==> src/rtl/scaled_downcounter_timer.sv <==
`timescale 1ns/1ps
module scaled_downcounter_timer #(
  parameter int PSC_W = 8,
  parameter int CNT_W = 32
) (
  input  logic        clk,
  input  logic        rst_n,
  input  logic        bus_we,
  input  logic [1:0]  bus_addr,
  input  logic [31:0] bus_wdata,
  output logic [31:0] bus_rdata,
  output logic        irq,
  output logic        tout
);
  localparam logic [CNT_W-1:0] CNT_ALL1 = '1;

  logic [PSC_W-1:0] psc_pre, psc;
  logic [CNT_W-1:0] cnt_pre, cnt;
  logic en, rld, hold, saz, load_pend, flag, tout_q;

  wire wr_cpre = bus_we && bus_addr == 2'd0;
  wire wr_ppre = bus_we && bus_addr == 2'd1;
  wire wr_ctl  = bus_we && bus_addr == 2'd2;
  wire wr_clr  = bus_we && bus_addr == 2'd3 && bus_wdata[0];
  wire run     = en && !hold && !load_pend;
  wire tick    = run && psc == '0;
  wire uf      = tick && cnt == '0;

  assign irq  = flag;
  assign tout = tout_q;

  always_ff @(posedge clk) begin
    if (!rst_n) begin
      psc_pre <= '0; cnt_pre <= '0; psc <= '0; cnt <= '0;
      en <= 1'b0; rld <= 1'b0; hold <= 1'b0; saz <= 1'b0;
      load_pend <= 1'b0; flag <= 1'b0; tout_q <= 1'b0;
    end else begin
      if (wr_cpre) cnt_pre <= bus_wdata[CNT_W-1:0];
      if (wr_ppre) psc_pre <= bus_wdata[PSC_W-1:0];
      if (uf && saz && !rld) en <= 1'b0;
      if (wr_ctl) begin
        en   <= bus_wdata[0];
        rld  <= bus_wdata[1];
        hold <= bus_wdata[3];
        saz  <= bus_wdata[4];
      end
      load_pend <= wr_ctl && bus_wdata[2];

      if (load_pend) begin
        psc <= psc_pre;
        cnt <= cnt_pre;
      end else if (tick) begin
        psc <= psc_pre;
        if (cnt != '0)  cnt <= cnt - 1'b1;
        else if (rld)   cnt <= cnt_pre;
        else if (saz)   cnt <= '0;
        else            cnt <= CNT_ALL1;
      end else if (run) begin
        psc <= psc - 1'b1;
      end

      if (uf)          flag <= 1'b1;
      else if (wr_clr) flag <= 1'b0;
      if (uf) tout_q <= !tout_q;
    end
  end

  always_comb begin
    bus_rdata = '0;
    case (bus_addr)
      2'd0: bus_rdata[CNT_W-1:0] = cnt;
      2'd1: bus_rdata[PSC_W-1:0] = psc;
      2'd2: bus_rdata[4:0] = {saz, hold, load_pend, rld, en};
      default: bus_rdata[0] = flag;
    endcase
  end
endmodule

==> config.mk <==
export PLATFORM = sky130hd
export DESIGN_NAME = scaled_downcounter_timer
export DESIGN_NICKNAME = d
export VERILOG_FILES = /design/src/rtl/scaled_downcounter_timer.sv
export SDC_FILE = /design/constraint.sdc
export NUM_CORES = 1
export LEC_CHECK = 0
export BUFFER_PORTS_ARGS = -buffer_cell sky130_fd_sc_hd__buf_2
export CAP_MARGIN = 20
export CORE_ASPECT_RATIO = 1.4
export CORE_UTILIZATION = 33
export CTS_BUF_LIST = sky130_fd_sc_hd__clkbuf_16
export CTS_CLUSTER_SIZE = 25
export DETAILED_ROUTE_END_ITERATION = 8
export GPL_TIMING_DRIVEN = 0
export PLACE_DENSITY = 0.61
export SYNTH_ARGS = -nofsm -noshare
export SYNTH_HDL_FRONTEND = slang
export SYNTH_SLANG_ARGS = --single-unit
==> constraint.sdc <==
create_clock -name clk -period 5.2 [get_ports clk]
set_clock_uncertainty 0.15 [all_clocks]
set_input_delay 0.78 -clock clk [delete_from_list [all_inputs] [get_ports clk]]
set_output_delay 0.78 -clock clk [all_outputs]
set_load 0.05 [all_outputs]
Yosys cells after proc, flatten, opt, wreduce, memory -nomap -nowiden
Cells that the tools add are included.
{"block": "word_totals", "register_bits": 87, "inputBits": 37, "out_inout_bits": 34, "word_cells": 56}
{"block": "classes", "n_addsub": 2, "eq_ne": 3, "mux": 16, "reduce_logical": 24}
{"cell": "$mux 32", "count": 5}
{"cell": "$logic_not 32->1", "count": 1}
{"cell": "$reduce_bool 32->1", "count": 1}
{"cell": "$sub 32x1->32 const B", "count": 1}
{"cell": "$mux 24", "count": 1}
{"cell": "$mux 8", "count": 3}
{"cell": "$logic_and 1x1->1", "count": 12}
{"cell": "$pmux 4 s3", "count": 1}
{"cell": "$logic_not 8->1", "count": 1}
{"cell": "$sub 8x1->8 const B", "count": 1}
{"cell": "$pmux 3 s2", "count": 1}
{"cell": "$reduce_bool 2->1", "count": 3}
{"cell": "$eq 2x2->1 const B", "count": 2}
{"cell": "$logic_not 1->1", "count": 4}
{"cell": "$mux 1", "count": 4}
{"cell": "$pmux 1 s3", "count": 1}
{"cell": "$reduce_bool 3->1", "count": 1}
{"cell": "$eq 2x1->1 const B", "count": 1}
{"cell": "$logic_not 2->1", "count": 1}

Longest topological paths before layout
{"block": "depth", "depth_word": 9, "depth_mapped": 10}

Least setup slack after synthesis
OpenSTA, ideal clock, no wires.
{"block": "synth_path", "path_type": "input to output", "startpoint": "input bus_addr[1]", "endpoint": "output bus_rdata[1]", "t_arrival_ps": 2330, "t_required_ps": 4270, "setup_slack_ps": 1940, "path_stages": 3, "path_buffers": 1, "cell_sequence": "clkbuf_1 mux2i_1 o21ai_0"}
{"block": "synth_via", "elab_chain_len": 2, "elab_cells_between_ends": 4, "classes_between": "2 x eq/ne; 1 x mux; 1 x reduce/logical"}
{"item": "start: declaration", "line": "9", "source": "input logic [1:0] bus_addr,"}
{"item": "$eq 2x2->1 (tied with other cells)", "line": "70", "source": "case (bus_addr)"}
{"item": "$pmux 4 s3 *", "line": "70"}
{"item": "end: declaration", "line": "11", "source": "output logic [31:0] bus_rdata,"}
Every way passes the cells marked *; elsewhere a longest branch is shown, timed or not.

Worst setup path after layout
{"block": "layout_path", "startpoint": "register load_pend", "endpoint": "output bus_rdata[2]"}
{"block": "layout_via", "elab_chain_len": 1}
{"item": "start: declaration", "line": "19", "source": "logic en, rld, hold, saz, load_pend, flag, tout_q;"}
{"item": "start signal: assignment", "line": "47", "source": "load_pend <= wr_ctl && bus_wdata[2];"}
{"item": "$pmux 4 s3", "line": "70"}
No other way between the ends.

==> results.cfg <==
[timing]
relSlewSlack = 0.368
setup_viol = 0
fin_ws_ps = 1720
slew_viol_final = 0
finalHoldViolCount = 0
fin_crit_ps = 3480
worst_pin_slew_ps = 944
period_share = 0.668
rsz0062_at_grt = false
finalSetupTns_ps = 0
fmax_mhz = 288

[power]
clockPowerShare = 0.329
p_int_w = 0.00128
power.switching_w = 0.000643
power_per_cell_area_mw_per_mm2 = 322
swShare = 0.334
p_seq_frac = 0.379
combPwrFrac = 0.292
power_w = 0.00192
peakVddDrop_mv = 0.152
leakage_nw = 2.32

[floorplan]
core_sq_mm = 0.0151
rows = 53
dieWidth_um = 107
start_util = 0.339
die_y_um = 149
die_area_sq_mm = 0.0160
boundaryPins = 71

[layout]
layout-drive-gt1-share = 0.137
final_common_cell = nand2_1
antenna_cells = 0
area_growth_pct = 17.1
final_cell_area_sq_mm = 0.00597
mostFrequentLayoutCells = 131 x nand2_1, 87 x dfxtp_1, 72 x buf_2
final_cells = 949
fillCellCount = 1629
nets = 794

[yosys]
synth-edff-count = 0
ys_warn_count = 0
synth.yosys.seq_area_share = 0.342
synth-seq-cells = 87
synth_cells = 672
yosysUniqueCellTypes = 56
synthFlopType = dfxtp_1
async_reset_ff_frac = 0
syn_nets = 713
syn-cell-area_sq_mm = 0.00510
syn_area_per_cell_sq_um = 7.59

[clock_tree]
clock_sink_count = 87
cts_root_buffer = clkbuf_16
clk_pin_slew_ps = 60
numCtsBuffers = 9
ctsHtreeMaxLevel = 3
ctsResizeCount = 0
clk_path_buf_depth = 2
clock_latency_ps = 350
postCtsSetupBuffers = 0
postCtsHoldBufs = 0
cts_tree = built

[job]
drv_cap = 0

[global_route]
grt_pass1_vias = 4936
grt.total_usage = 0.223
grt_max_degree = 14
grt_pass1_wl_um = 26800
overflow = 0
antenna_found_initial = 0

[detailed_routing]
totalWireLength_um = 17400
vias_per_cell = 5.53
final_antenna_net_count = 0
routed.top_layer = met4
drt_pass1_iterations = 5
drc = 0
vias = 5251
met1_length_um = 6850
dr_wl_met3_um = 1030
drt_iter0_markers = 338
wl_met2_um = 8820
wl_per_cell_um = 18.3

[worst_setup_path]
crit_path_end_kind = output pin
critPathLaunchType = flip-flop
cp.arrival_ps = 2550
r2r-start = cnt[17]
required_ps = 4270
crit_type = reg2out
startpoint = load_pend
critPathMaxFanout = 10

[place]
gp_congestion = 0.880
port_buffers = 69
dp_hpwl_um = 12900
dp_cells = 934
dp_slack_ps = 1790
placed_cell_area_sq_mm = 0.00569

[min_path]
min_from = psc_pre[1]
holdCritPathClass = reg2reg

[status]
status = completed
sequential cells by signal, indices dropped and copies added (netlist names):
name and flops:
hold 1, irq 1, psc 8, saz 1, cnt 32, en 1
cnt_pre 32, tout 1, load_pend 1, psc_pre 8, rld 1
cells in the mapped netlist, types with 4 or more instances:
library cell,count,area [sq um]
nand3_1,15,75.1
a21boi_0,43,323
nor3_1,22,110
inv_1,8,30.0
a22o_1,8,70.1
and2_1,28,175
o221ai_1,12,105
o31ai_1,6,45.0
a21o_1,5,37.5
a21oi_1,41,205
nor2_1,30,113
or3_1,11,68.8
dfxtp_1,87,1740
or4_1,8,60.1
o21ai_0,40,200
o211ai_1,10,75.1
nand2_1,131,492
clkbuf_1,48,180
xnor2_1,18,158
nor2b_1,7,43.8
mux2i_1,11,110
a211oi_1,5,37.5
a31oi_1,5,31.3
ha_1,4,50.1
and3_1,6,37.5
mux2_2,6,67.6
nor4_1,10,62.6
worst max-delay path, cell delays in order, from the launching register on:
cell and delay [ps]:
dfxtp_1 460, clkbuf_1 480, clkbuf_1 460, mux2i_1 200, o21ai_0 270, buf_2 320
layout make-up:
cell class	count	area [sq um]	share of cell area
buffer	54	215	0.0360
clock buffer	9	225	0.0377
clock inverter	6	53.8	0.00901
inverter	8	30.0	0.00503
multi-input combinational	523	3110	0.521
sequential	87	1740	0.292
tap	192	240	0.0402
timing repair buffer	70	353	0.0591
stage by stage:
stage / util / hold WS (ps)
after floorplan: - / 290
after global placement: 0.378 / 305
after detailed placement: 0.378 / 309
after CTS: 0.397 / 318
after global routing: 0.397 / 341
final: 0.397 / 313
worst paths after layout:
kind | endpoint | slack, ps | depth (start not counted)
worst min register to register | psc_pre[1] | 310 | 2
worst max register to register | cnt[6] | 1740 | 7
worst min-delay path | psc_pre[1] | 310 | 2
worst max-delay path | bus_rdata[2] | 1720 | 5
per-layer routing:
| metal | GRT usage | vias to the layer above |
|---|---|---|
| met5 | 0 | - |
| met4 | 0.106 | 0 |
| met3 | 0.0310 | 40 |
| met2 | 0.403 | 194 |
| met1 | 0.256 | 2467 |
| li1 | - | 2550 |
power by group through the flow:
stage | clock network (W) | registers, W | logic [W]
floorplan | 0 | 0.000732 | 0.000414
global placement | 0 | 0.000742 | 0.000544
detailed placement | 0 | 0.000743 | 0.000554
CTS | 0.000638 | 0.000728 | 0.000556
global route | 0.000669 | 0.000732 | 0.000616
finish | 0.000634 | 0.000729 | 0.000561
cells by family (layout without fill, tap and decap cells):
family	Yosys count	count (layout)	share of synthesized area
fa+ha+maj	4	4	0.00981
buf+inv	62	147	0.0481
xor+xnor	21	21	0.0361
simple gates	287	287	0.275
flops	87	87	0.342
compound gates	193	193	0.251
mux	18	18	0.0393
Power figures use the tool's default switching activity.
